File: src/rtl/i2c_tgt_pkg.sv
package i2c_tgt_pkg;

  localparam int BYTE_W = 8;

  typedef enum logic [3:0] {
    ST_IDLE,
    ST_ADDR,
    ST_AACK,
    ST_PTR,
    ST_PACK,
    ST_WDATA,
    ST_WACK,
    ST_RDATA,
    ST_RACK,
    ST_RNXT,
    ST_HOLD
  } tgtState_e;

  // strobes from control to datapath, each one clock wide
  typedef struct packed {
    logic shiftIn;        // take sdaLvl into the receive shifter
    logic capStatus;      // freeze detector flags for a read
    logic loadPtr;        // receive shifter -> pointer
    logic writeReg;       // receive shifter -> register[pointer], pointer+1
    logic loadTx;         // load the transmit shifter
    logic txSelReserved;  // with loadTx: reserved byte instead of status
    logic shiftTx;        // present next transmit bit
  } dpStrobe_t;

  function automatic logic [6:0] addrFor(input logic [1:0] sel);
    case (sel)
      2'b00:   return 7'h63;
      2'b01:   return 7'h62;
      default: return 7'h61;
    endcase
  endfunction

endpackage

File: src/rtl/i2c_tgt_sampler.sv
module i2c_tgt_sampler #(
  parameter int               SYNC_STAGES = 2,
  parameter int               LANES       = 4,
  parameter logic [LANES-1:0] RST_VAL     = '1
) (
  input  logic             clk,
  input  logic             rstN,
  input  logic [LANES-1:0] rawIn,
  output logic [LANES-1:0] lvl
);

  // one synchronizer chain per asynchronous input; SYNC_STAGES must be >= 2
  for (genvar g = 0; g < LANES; g++) begin : g_lane
    logic [SYNC_STAGES-1:0] pipe;
    always_ff @(posedge clk or negedge rstN) begin
      if (!rstN) pipe <= {SYNC_STAGES{RST_VAL[g]}};
      else       pipe <= {pipe[SYNC_STAGES-2:0], rawIn[g]};
    end
    assign lvl[g] = pipe[SYNC_STAGES-1];
  end

endmodule

File: src/rtl/i2c_tgt_ctrl.sv
module i2c_tgt_ctrl
  import i2c_tgt_pkg::*;
(
  input  logic       clk,
  input  logic       rstN,
  input  logic       sclLvl,
  input  logic       sdaLvl,
  input  logic [1:0] addrSel,
  input  logic [7:0] rxByte,
  input  logic       txMsb,
  output dpStrobe_t  strobe,
  output logic       sdaOe
);

  localparam logic [3:0] LAST_BIT = 4'(BYTE_W);

  tgtState_e  state, stateN;
  logic [3:0] bitCnt, bitCntN;
  logic       ackDrv, ackDrvN;
  logic       txActive, txActiveN;
  logic       isRead, isReadN;
  logic       sclPrev, sdaPrev;
  logic       sclRise, sclFall, startDet, stopDet, byteDone;
  logic [6:0] myAddr;

  assign myAddr   = addrFor(addrSel);
  assign sclRise  = sclLvl & ~sclPrev;
  assign sclFall  = ~sclLvl & sclPrev;
  assign startDet = sclLvl & sclPrev & sdaPrev & ~sdaLvl;
  assign stopDet  = sclLvl & sclPrev & ~sdaPrev & sdaLvl;
  assign byteDone = (bitCnt == LAST_BIT);

  always_comb begin
    stateN    = state;
    bitCntN   = bitCnt;
    ackDrvN   = ackDrv;
    txActiveN = txActive;
    isReadN   = isRead;
    strobe    = '0;
    if (startDet) begin
      stateN    = ST_ADDR;
      bitCntN   = '0;
      ackDrvN   = 1'b0;
      txActiveN = 1'b0;
    end else if (stopDet) begin
      stateN    = ST_IDLE;
      bitCntN   = '0;
      ackDrvN   = 1'b0;
      txActiveN = 1'b0;
    end else begin
      case (state)
        ST_ADDR, ST_PTR, ST_WDATA: begin
          if (sclRise) begin
            strobe.shiftIn = 1'b1;
            bitCntN        = bitCnt + 4'd1;
          end else if (sclFall && byteDone) begin
            bitCntN = '0;
            if (state == ST_ADDR) begin
              if (rxByte[7:1] == myAddr) begin
                ackDrvN          = 1'b1;
                isReadN          = rxByte[0];
                strobe.capStatus = rxByte[0];
                stateN           = ST_AACK;
              end else begin
                stateN = ST_HOLD;
              end
            end else if (state == ST_PTR) begin
              strobe.loadPtr = 1'b1;
              ackDrvN        = 1'b1;
              stateN         = ST_PACK;
            end else begin
              strobe.writeReg = 1'b1;
              ackDrvN         = 1'b1;
              stateN          = ST_WACK;
            end
          end
        end
        ST_AACK: begin
          if (sclFall) begin
            ackDrvN = 1'b0;
            if (isRead) begin
              strobe.loadTx = 1'b1;
              txActiveN     = 1'b1;
              stateN        = ST_RDATA;
            end else begin
              stateN = ST_PTR;
            end
          end
        end
        ST_PACK, ST_WACK: begin
          if (sclFall) begin
            ackDrvN = 1'b0;
            stateN  = ST_WDATA;
          end
        end
        ST_RDATA: begin
          if (sclRise) begin
            bitCntN = bitCnt + 4'd1;
          end else if (sclFall) begin
            if (byteDone) begin
              txActiveN = 1'b0;
              bitCntN   = '0;
              stateN    = ST_RACK;
            end else begin
              strobe.shiftTx = 1'b1;
            end
          end
        end
        ST_RACK: begin
          if (sclRise) stateN = sdaLvl ? ST_HOLD : ST_RNXT;
        end
        ST_RNXT: begin
          if (sclFall) begin
            strobe.loadTx        = 1'b1;
            strobe.txSelReserved = 1'b1;
            txActiveN            = 1'b1;
            stateN               = ST_RDATA;
          end
        end
        default: ;
      endcase
    end
  end

  always_ff @(posedge clk or negedge rstN) begin
    if (!rstN) begin
      state    <= ST_IDLE;
      bitCnt   <= '0;
      ackDrv   <= 1'b0;
      txActive <= 1'b0;
      isRead   <= 1'b0;
      sclPrev  <= 1'b1;
      sdaPrev  <= 1'b1;
    end else begin
      state    <= stateN;
      bitCnt   <= bitCntN;
      ackDrv   <= ackDrvN;
      txActive <= txActiveN;
      isRead   <= isReadN;
      sclPrev  <= sclLvl;
      sdaPrev  <= sdaLvl;
    end
  end

  assign sdaOe = ackDrv | (txActive & ~txMsb);

  // idle or ignoring the bus means the line is left alone
  a_r3_quiet_when_unaddressed: assert property (@(posedge clk) disable iff (!rstN)
    (state == ST_IDLE || state == ST_HOLD) |-> !sdaOe);

  // the controller's acknowledge slot after a read byte is never driven
  a_r8_release_in_ack_slot: assert property (@(posedge clk) disable iff (!rstN)
    (state == ST_RACK) |-> !sdaOe);

  // the drive only moves in the cycle after a falling SCL edge or a bus condition
  a_r10_drive_moves_on_fall: assert property (@(posedge clk) disable iff (!rstN)
    !$past(sclFall || startDet || stopDet) |-> $stable(sdaOe));

endmodule

File: src/rtl/i2c_tgt_dp.sv
module i2c_tgt_dp
  import i2c_tgt_pkg::*;
#(
  parameter int          NUM_REGS     = 8,
  parameter logic [7:0]  RESERVED_VAL = 8'h00
) (
  input  logic                       clk,
  input  logic                       rstN,
  input  dpStrobe_t                  strobe,
  input  logic                       sdaLvl,
  input  logic [BYTE_W-1:0]          statusIn,
  output logic [BYTE_W-1:0]          rxByte,
  output logic                       txMsb,
  output logic [NUM_REGS*BYTE_W-1:0] regBank
);

  localparam int               PTR_W     = 8;
  localparam logic [PTR_W:0]   REG_LIMIT = (PTR_W+1)'(NUM_REGS);

  logic [BYTE_W-1:0] rxShift, txShift, statusSnap;
  logic [PTR_W-1:0]  ptr;

  always_ff @(posedge clk or negedge rstN) begin
    if (!rstN) begin
      rxShift    <= '0;
      txShift    <= '0;
      statusSnap <= '0;
      ptr        <= '0;
    end else begin
      if (strobe.shiftIn)   rxShift    <= {rxShift[BYTE_W-2:0], sdaLvl};
      if (strobe.capStatus) statusSnap <= statusIn;
      if (strobe.loadTx)
        txShift <= strobe.txSelReserved ? RESERVED_VAL : statusSnap;
      else if (strobe.shiftTx)
        txShift <= {txShift[BYTE_W-2:0], 1'b0};
      if (strobe.loadPtr)       ptr <= rxShift;
      else if (strobe.writeReg) ptr <= ptr + 1'b1;
    end
  end

  for (genvar r = 0; r < NUM_REGS; r++) begin : g_reg
    logic [BYTE_W-1:0] val;
    always_ff @(posedge clk or negedge rstN) begin
      if (!rstN)                                      val <= '0;
      else if (strobe.writeReg && ptr == PTR_W'(r))   val <= rxShift;
    end
    assign regBank[r*BYTE_W +: BYTE_W] = val;
  end

  assign rxByte = rxShift;
  assign txMsb  = txShift[BYTE_W-1];

  // every stored byte advances the pointer by exactly one
  a_r4_ptr_step: assert property (@(posedge clk) disable iff (!rstN)
    strobe.writeReg |=> (ptr == $past(ptr) + 1'b1));

  // a byte aimed past the bank leaves every register untouched
  a_r5_oob_ignored: assert property (@(posedge clk) disable iff (!rstN)
    (strobe.writeReg && ({1'b0, ptr} >= REG_LIMIT)) |=> $stable(regBank));

  // the frozen status only follows the detectors at a capture strobe
  a_r7_snap_frozen: assert property (@(posedge clk) disable iff (!rstN)
    (strobe.loadTx && !strobe.txSelReserved) |=> (txShift == $past(statusSnap)));

endmodule

File: src/rtl/i2c_reg_target.sv
module i2c_reg_target
  import i2c_tgt_pkg::*;
#(
  parameter int         NUM_REGS     = 8,
  parameter int         SYNC_STAGES  = 2,
  parameter logic [7:0] RESERVED_VAL = 8'h00
) (
  input  logic                       clk,
  input  logic                       rstN,
  input  logic                       sclIn,
  input  logic                       sdaIn,
  output logic                       sdaOe,
  input  logic [1:0]                 addrSel,
  input  logic                       overCurrent,
  input  logic                       loadPresent,
  output logic [NUM_REGS*BYTE_W-1:0] regBank
);

  localparam int LANES = 4;

  logic [LANES-1:0]  lvl;
  logic [BYTE_W-1:0] rxByte, statusIn;
  logic              txMsb;
  dpStrobe_t         strobe;

  i2c_tgt_sampler #(
    .SYNC_STAGES (SYNC_STAGES),
    .LANES       (LANES),
    .RST_VAL     (4'b0011)
  ) sampler_i (
    .clk   (clk),
    .rstN  (rstN),
    .rawIn ({loadPresent, overCurrent, sdaIn, sclIn}),
    .lvl   (lvl)
  );

  assign statusIn = {6'b0, lvl[3], lvl[2]};

  i2c_tgt_ctrl ctrl_i (
    .clk     (clk),
    .rstN    (rstN),
    .sclLvl  (lvl[0]),
    .sdaLvl  (lvl[1]),
    .addrSel (addrSel),
    .rxByte  (rxByte),
    .txMsb   (txMsb),
    .strobe  (strobe),
    .sdaOe   (sdaOe)
  );

  i2c_tgt_dp #(
    .NUM_REGS     (NUM_REGS),
    .RESERVED_VAL (RESERVED_VAL)
  ) dp_i (
    .clk      (clk),
    .rstN     (rstN),
    .strobe   (strobe),
    .sdaLvl   (lvl[1]),
    .statusIn (statusIn),
    .rxByte   (rxByte),
    .txMsb    (txMsb),
    .regBank  (regBank)
  );

endmodule

File: config.mk
export PLATFORM = sky130hd
export DESIGN_NAME = i2c_reg_target
export DESIGN_NICKNAME = d
export VERILOG_FILES = /design/src/rtl/i2c_tgt_pkg.sv /design/src/rtl/i2c_tgt_sampler.sv /design/src/rtl/i2c_tgt_ctrl.sv /design/src/rtl/i2c_tgt_dp.sv /design/src/rtl/i2c_reg_target.sv
export SDC_FILE = /design/constraint.sdc
export NUM_CORES = 1
export LEC_CHECK = 0
export ABC_AREA = 1
export ABC_CLOCK_PERIOD_IN_PS = 2700
export BUFFER_PORTS_ARGS = -buffer_cell sky130_fd_sc_hd__buf_2
export CAP_MARGIN = 5
export CORE_MARGIN = 3
export CORE_UTILIZATION = 40
export CTS_BUF_LIST = sky130_fd_sc_hd__clkbuf_2 sky130_fd_sc_hd__clkbuf_4 sky130_fd_sc_hd__clkbuf_8
export CTS_CLUSTER_SIZE = 16
export DETAILED_ROUTE_END_ITERATION = 8
export PLACE_DENSITY = 0.64
export SYNTH_ARGS = -nofsm -noshare
export SYNTH_HDL_FRONTEND = slang
export SYNTH_SLANG_ARGS = --single-unit
export TNS_END_PERCENT = 10
File: constraint.sdc
create_clock -name clk -period 2.7 [get_ports clk]
set_clock_uncertainty 0.1 [all_clocks]
set_input_delay 0.54 -clock clk [delete_from_list [all_inputs] [get_ports clk]]
set_output_delay 0.54 -clock clk [all_outputs]
set_load 0.03 [all_outputs]
After elaboration in Yosys (flattened, before gate mapping):

Cells that the tools add are included.

* RAM bits: 0
* memory bits (read-only): 0
* memories kept: 0
* register bits after elaboration: 111
* latch bits: 0
* output and inout bits: 65

* div/mod/pow operators: 0
* multiplexer cells: 68
* shifts and indexed selects: 0
* equality and inequality tests: 34
* multiply operators: 0
* $add $sub $neg: 2
* $lt $le $gt $ge: 0
* reduce and logical (&&, ||, !) cells: 25
* bitwise gates (word level): 17

Operators by type and width (count)
* $mux W4: 21
* $ne A4 B1 Y1 const B: 9
* $eq A8 B3 Y1 const B: 4
* $mux W8: 4
* $mux W1: 27
* $pmux W4 S6: 1
* $eq A4 B3 Y1 const B: 4
* $eq A8 B2 Y1 const B: 2
* $ne A5 B1 Y1 const B: 3
* $mux W7: 2
* $reduce_and A7 Y1: 2
* $eq A4 B4 Y1 const B: 3
* $mux W2: 5
* $reduce_and A10 Y1: 1
* $logic_and A1 B1 Y1: 9
* $mux W3: 3
* $add A8 B1 Y8 const B: 1
* $and A1 B1 Y1: 8
* $eq A4 B2 Y1 const B: 2
* $eq A8 B1 Y1 const B: 1
* $logic_not A8 Y1: 1
* $ne A4 B4 Y1 const B: 2
* $not A1 Y1: 8
* $pmux W4 S2: 1
* other kinds (18): 22

Logic depth before layout (Yosys ltp):

* word-level depth: 12
* depth in mapped cells: 12

Modules after synthesis:

From an unflattened synthesis, not the netlist that was laid out.

* cells, all modules: 683
* area total of the unflattened synthesis: 5602.9 µm²

By module, submodules not included
* i2c_tgt_dp: instances 1, seq. area each 2402.3 µm², area an instance 4098.9 µm², cells each 467
* i2c_tgt_ctrl: instances 1, seq. area each 327.8 µm², area an instance 1265.0 µm², cells each 203
* i2c_tgt_sampler: instances 1, seq. area each 205.2 µm², area an instance 235.2 µm², cells each 12
* i2c_reg_target: instances 1, seq. area each 0.0 µm², area an instance 3.8 µm², cells each 1

Worst setup path before layout:

OpenSTA, ideal clock, no wires.

* path type: flip-flop to flip-flop
* start point: register sampler_i.g_lane[0].pipe[1]
* end point: register dp_i.ptr[0]
* arrival time: 1691 ps
* library setup time: 128 ps
* path buffers: 0
* required time: 2472 ps
* slack: 781 ps
* stages on the path, launching flop included: 12
* path through: dfstp_2 inv_1 nand2_1 inv_1 nand2_1 inv_1 nand2_1 inv_1 nor2_1 inv_1 nand2_1 o21ai_0

* longest elaborated chain between the ends: 9

RTL lines
* start, declared: RTL line i2c_tgt_sampler.sv:14 `logic [SYNC_STAGES-1:0] pipe;`
* start signal, assigned: RTL line i2c_tgt_sampler.sv:16 `if (!rstN) pipe <= {SYNC_STAGES{RST_VAL[g]}};`
* start signal, assigned: RTL line i2c_tgt_sampler.sv:17 `else pipe <= {pipe[SYNC_STAGES-2:0], rawIn[g]};`
* $not A1 Y1: RTL line i2c_tgt_ctrl.sv:28 `assign sclFall = ~sclLvl & sclPrev;`
* $and A1 B1 Y1: RTL line i2c_tgt_ctrl.sv:28
* $logic_and A1 B1 Y1: RTL line i2c_tgt_ctrl.sv:56 `end else if (sclFall && byteDone) begin`
* $mux W3: RTL line i2c_tgt_ctrl.sv:56
* $mux W3: RTL line i2c_tgt_ctrl.sv:53 `if (sclRise) begin`
* $mux W4: RTL line i2c_tgt_ctrl.sv:51 `case (state)`
* $mux W7: RTL line i2c_tgt_ctrl.sv:45 `end else if (stopDet) begin`
* $mux W7 (*): RTL line i2c_tgt_ctrl.sv:40 `if (startDet) begin`
* $mux W8 or $reduce_bool A2 Y1 (tied branches)
* end signal, assigned: RTL line i2c_tgt_dp.sv:36 `if (strobe.loadPtr) ptr <= rxShift;`
* end signal, assigned: RTL line i2c_tgt_dp.sv:37 `else if (strobe.writeReg) ptr <= ptr + 1'b1;`
* end, declared: RTL line i2c_tgt_dp.sv:21 `logic [PTR_W-1:0] ptr;`

Every way passes the cells marked *; elsewhere a longest branch is shown, timed or not.
A chain may end at the register's enable or synchronous reset.

Worst setup path after layout:

* start point: register ctrl_i.bitCnt[0]
* end point: register dp_i.g_reg[5].val[1]

* longest elaborated chain between the ends: 8

RTL lines
* start, declared: RTL line i2c_tgt_ctrl.sv:18 `logic [3:0] bitCnt, bitCntN;`
* start signal, assigned: RTL line i2c_tgt_ctrl.sv:136 `bitCnt <= bitCntN;`
* $eq A4 B4 Y1: RTL line i2c_tgt_ctrl.sv:31 `assign byteDone = (bitCnt == LAST_BIT);`
* $logic_and A1 B1 Y1: RTL line i2c_tgt_ctrl.sv:56
* $mux W3: RTL line i2c_tgt_ctrl.sv:56
* $mux W3: RTL line i2c_tgt_ctrl.sv:53
* $mux W4: RTL line i2c_tgt_ctrl.sv:51
* $mux W7: RTL line i2c_tgt_ctrl.sv:45
* $mux W7: RTL line i2c_tgt_ctrl.sv:40
* $logic_and A1 B1 Y1: RTL line i2c_tgt_dp.sv:45 `else if (strobe.writeReg && ptr == PTR_W'(r)) val <= rxShift;`
* end signal, assigned: RTL line i2c_tgt_dp.sv:45
* end, declared: RTL line i2c_tgt_dp.sv:42 `logic [BYTE_W-1:0] val;`

Every way passes these cells.

==> out/results.tsv <==
stage	metric	value	unit
pwr	p_leak	0.00289	µW
detailed_routing	drt_iter0_drc	375	
floorplanning	die_h	116	µm
place	gp_congestion	0.840	
layout	antenna_cells	0	
detailed_routing	vias	3862	
yosys	synth-seq-cells	111	
place	port_buffers	72	
setup_path	rr_worst_depth	8	
clocking	cts_htree_levels	3	
floorplanning	die_x	116	µm
place	post-dp-hpwl	8.00	mm
detailed_routing	wl	11.2	mm
floorplanning	rows	39	
timing	fin_crit	2270	ps
yosys	yosys.area_share.adder	1.56	%
yosys	synth_nets	572	
yosys	synth_xor_area_share	1.64	%
clocking	clkSinkCount	111	
detailed_routing	route.detailed.drc	0	
yosys	synth_top_family_by_area	simple AND/OR/NAND/NOR gates	
setup_path	r2r_start	ctrl_i.bitCnt[0]$_DFFE_PN0P_	
yosys	yosys.cell_types.count	21	
setup_path	worstPathArrival	2470	ps
clocking	ctsHoldBuffers	0	
pwr	power.density	699	nW/µm²
global_routing	grt_overflow	0	
yosys	synth_top_area_share	54.7	%
setup_path	critPathMaxFanout	16	
clocking	cts_setup_buffers	0	
pwr	intPower	2460	µW
clocking	clk_latency	390	ps
timing	rsz0062_at_grt	no	
yosys	synth_area	4800	µm²
yosys	yosysSeqAreaShare	58.0	%
yosys	synth_top_cell_by_area	dfrtp_1	
job	max_cap_viol_count	0	
global_routing	grt_max_degree	45	
timing	slew_headroom	61.6	%
global_routing	grt_pass1_vias	3746	
pwr	p_total	3860	µW
pwr	seq_power_share	49.3	%
detailed_routing	detail-route-antenna-nets	0	
detailed_routing	wl_per_cell	14.4	µm
setup_path	path_class	flip-flop to flip-flop	
layout	final_core_util	47.7	%
yosys	yosys.area_share.simple	23.6	%
yosys	netlist_top_cells_area	dfrtp_1, nand2_1, o21ai_0	
detailed_routing	drtPass1Iterations	5	
global_routing	grt_first_pass_wirelength	18.8	mm
floorplanning	io_pins	73	
setup_path	r2r_end	dp_i.g_reg[5].val[1]$_DFFE_PN0P_	
setup_path	reg2reg_slack	430	ps
outcome	outcome	completed	
detailed_routing	vias_per_cell	4.94	
layout	area_growth	14.9	%
pwr	swShare	36.2	%
floorplanning	core	11600	µm²
pwr	pwr-share-clk	25.2	%
global_routing	grt_use_total	18.1	%
place	place_inst	765	
timing	fin_crit_sh	83.9	%
clocking	clockRootBuffer	clkbuf_8	
yosys	synth_compound_area_share	10.0	%
floorplanning	die_area	13400	µm²
floorplanning	start_util	41.5	%
timing	hold_violations	0	
yosys	syn_avg_cell_area	8.61	µm²
worst_hold_path	hold_path.class	input pin to async pin	
clocking	cts_buffer_depth	2	
timing	fmax	441	MHz
timing	slew_violations	0	
setup_path	startpoint_type	flip-flop	
layout	instances_no_fill	781	
pwr	p_sw	1400	µW
layout	drive_gt1_share	15.7	%
pwr	pwr-share-comb	25.4	%
yosys	ys_warn_count	0	
layout	final_nets	647	
timing	worstMarginPinSlew	576	ps
yosys	synthCells	558	
global_routing	antenna_found_initial	0	
clocking	post_cts_resized	0	
layout	n_fill_cell	1122	
setup_path	worstSetupEndpointType	flip-flop	
clocking	cts.reportedPaths.clkPinSlew	110	ps
clocking	cts_tree	built	
yosys	muxShareOfSynthArea	0	%
setup_path	cp_data_required_time	2900	ps
clocking	cts_buffers	9	
timing	setup_viol	0	
pwr	ir_drop	0.000399	V
timing	setup-tns-final	0	ps
==> synth_stat cells (all sizes together) <==
master  count
ha          6
xnor2       4
dfrtp     105
nor3       12
buf         8
o21ai      83
nand2     178
inv        52
nand3      44
xor2        5
o21bai      1
and2        1
o211ai      5
nand4       6
nor2       33
clkbuf      4
or2         1
dfstp       6
a21oi       4
==> per-layer routing <==
metal	up-vias	global-route usage [%]	routed length [µm]
met5	-	0	0
met3	13	5.27	711
li1	1943	-	-
met4	0	5.71	191
met1	1807	23.3	4990
met2	99	29.6	5360
==> metrics by stage <==
stage                     instance area (µm²)  hold slack [ps]  setup slack, ps
after floorplan                          4800              144              781
after global placement                   5330              234              437
after detailed placement                 5330              240              423
after CTS                                5520             45.8              393
after global routing                     5520             56.0              118
final                                    5520             32.0              434
==> how the worst max path moves through the flow <==
stage,from,end,slack [ps],cells past startpoint
after floorplan,sampler_i.g_lane[0].pipe[1]$_DFF_PN1_,dp_i.ptr[0]$_DFFE_PN0P_,780,11
final,ctrl_i.bitCnt[0]$_DFFE_PN0P_,dp_i.g_reg[5].val[1]$_DFFE_PN0P_,430,8
after global placement,ctrl_i.bitCnt[0]$_DFFE_PN0P_,dp_i.g_reg[3].val[5]$_DFFE_PN0P_,440,9
after CTS,ctrl_i.bitCnt[0]$_DFFE_PN0P_,dp_i.g_reg[5].val[1]$_DFFE_PN0P_,390,8
after global routing,ctrl_i.bitCnt[0]$_DFFE_PN0P_,dp_i.g_reg[3].val[3]$_DFFE_PN0P_,120,8
after detailed placement,ctrl_i.bitCnt[0]$_DFFE_PN0P_,dp_i.g_reg[5].val[1]$_DFFE_PN0P_,420,8
==> cell usage in the layout, fill, tap and decap left out, drive strengths merged <==
cell type,synthesis,routed
dfstp,6,6
xor2,5,5
nand3,44,44
nand2,178,178
nor3,12,12
a21oi,4,4
dfrtp,105,105
o21bai,1,1
ha,6,6
inv,52,55
nor2,33,33
or2,1,1
o21ai,83,83
and2,1,1
buf,8,76
xnor2,4,4
o211ai,5,5
clkinv,0,2
nand4,6,6
clkbuf,4,11
==> sequential cells by signal, summed over array words and instances (netlist names) <==
signal and cells:
ctrl_i.ackDrv 1, ctrl_i.bitCnt 4, ctrl_i.isRead 1, ctrl_i.sclPrev 1
ctrl_i.sdaPrev 1, ctrl_i.state 4, ctrl_i.txActive 1, dp_i.g.val 64
dp_i.ptr 8, dp_i.rxByte 8, dp_i.statusSnap 2, dp_i.txShift 8
sampler_i.g_lane.pipe 8
==> cell type report <==
| type | count | area (µm²) | share of cell area (%) |
|---|---|---|---|
| Inverter | 52 | 195 | 3.54 |
| Sequential cell | 111 | 2790 | 50.5 |
| Timing Repair Buffer | 76 | 405 | 7.34 |
| Clock inverter | 5 | 48.8 | 0.884 |
| Tap cell | 143 | 179 | 3.24 |
| Multi-Input combinational cell | 383 | 1770 | 32.0 |
| Clock buffer | 11 | 139 | 2.52 |
==> critical path, cell delays in order, from the launching register on <==
cell	delay, ps
dfrtp_1	410
inv_1	100
ha_1	150
nand2_1	50
nor2_1	150
nand2_1	180
nor3_4	390
nand2_1	370
o21ai_0	290
==> power by group through the flow <==
stage | Sequential [µW] | Combinational, µW | Clock, µW
final | 1900 | 982 | 973
after global routing | 1930 | 1130 | 1070
after CTS | 1900 | 989 | 1010
after detailed placement | 1940 | 984 | 0
after global placement | 1930 | 971 | 0
after floorplan | 1910 | 696 | 0
==> cell families (layout without fill, tap and decap cells) <==
logic type,Yosys count,after routing
and+or+nand+nor,275,275
adders and majority gates,6,6
buffers and inverters,64,144
xor gates and xnor gates,9,9
AOI/OAI and AO/OA,93,93
DFF,111,111
Note: power is estimated with default switching activity, not from simulation.
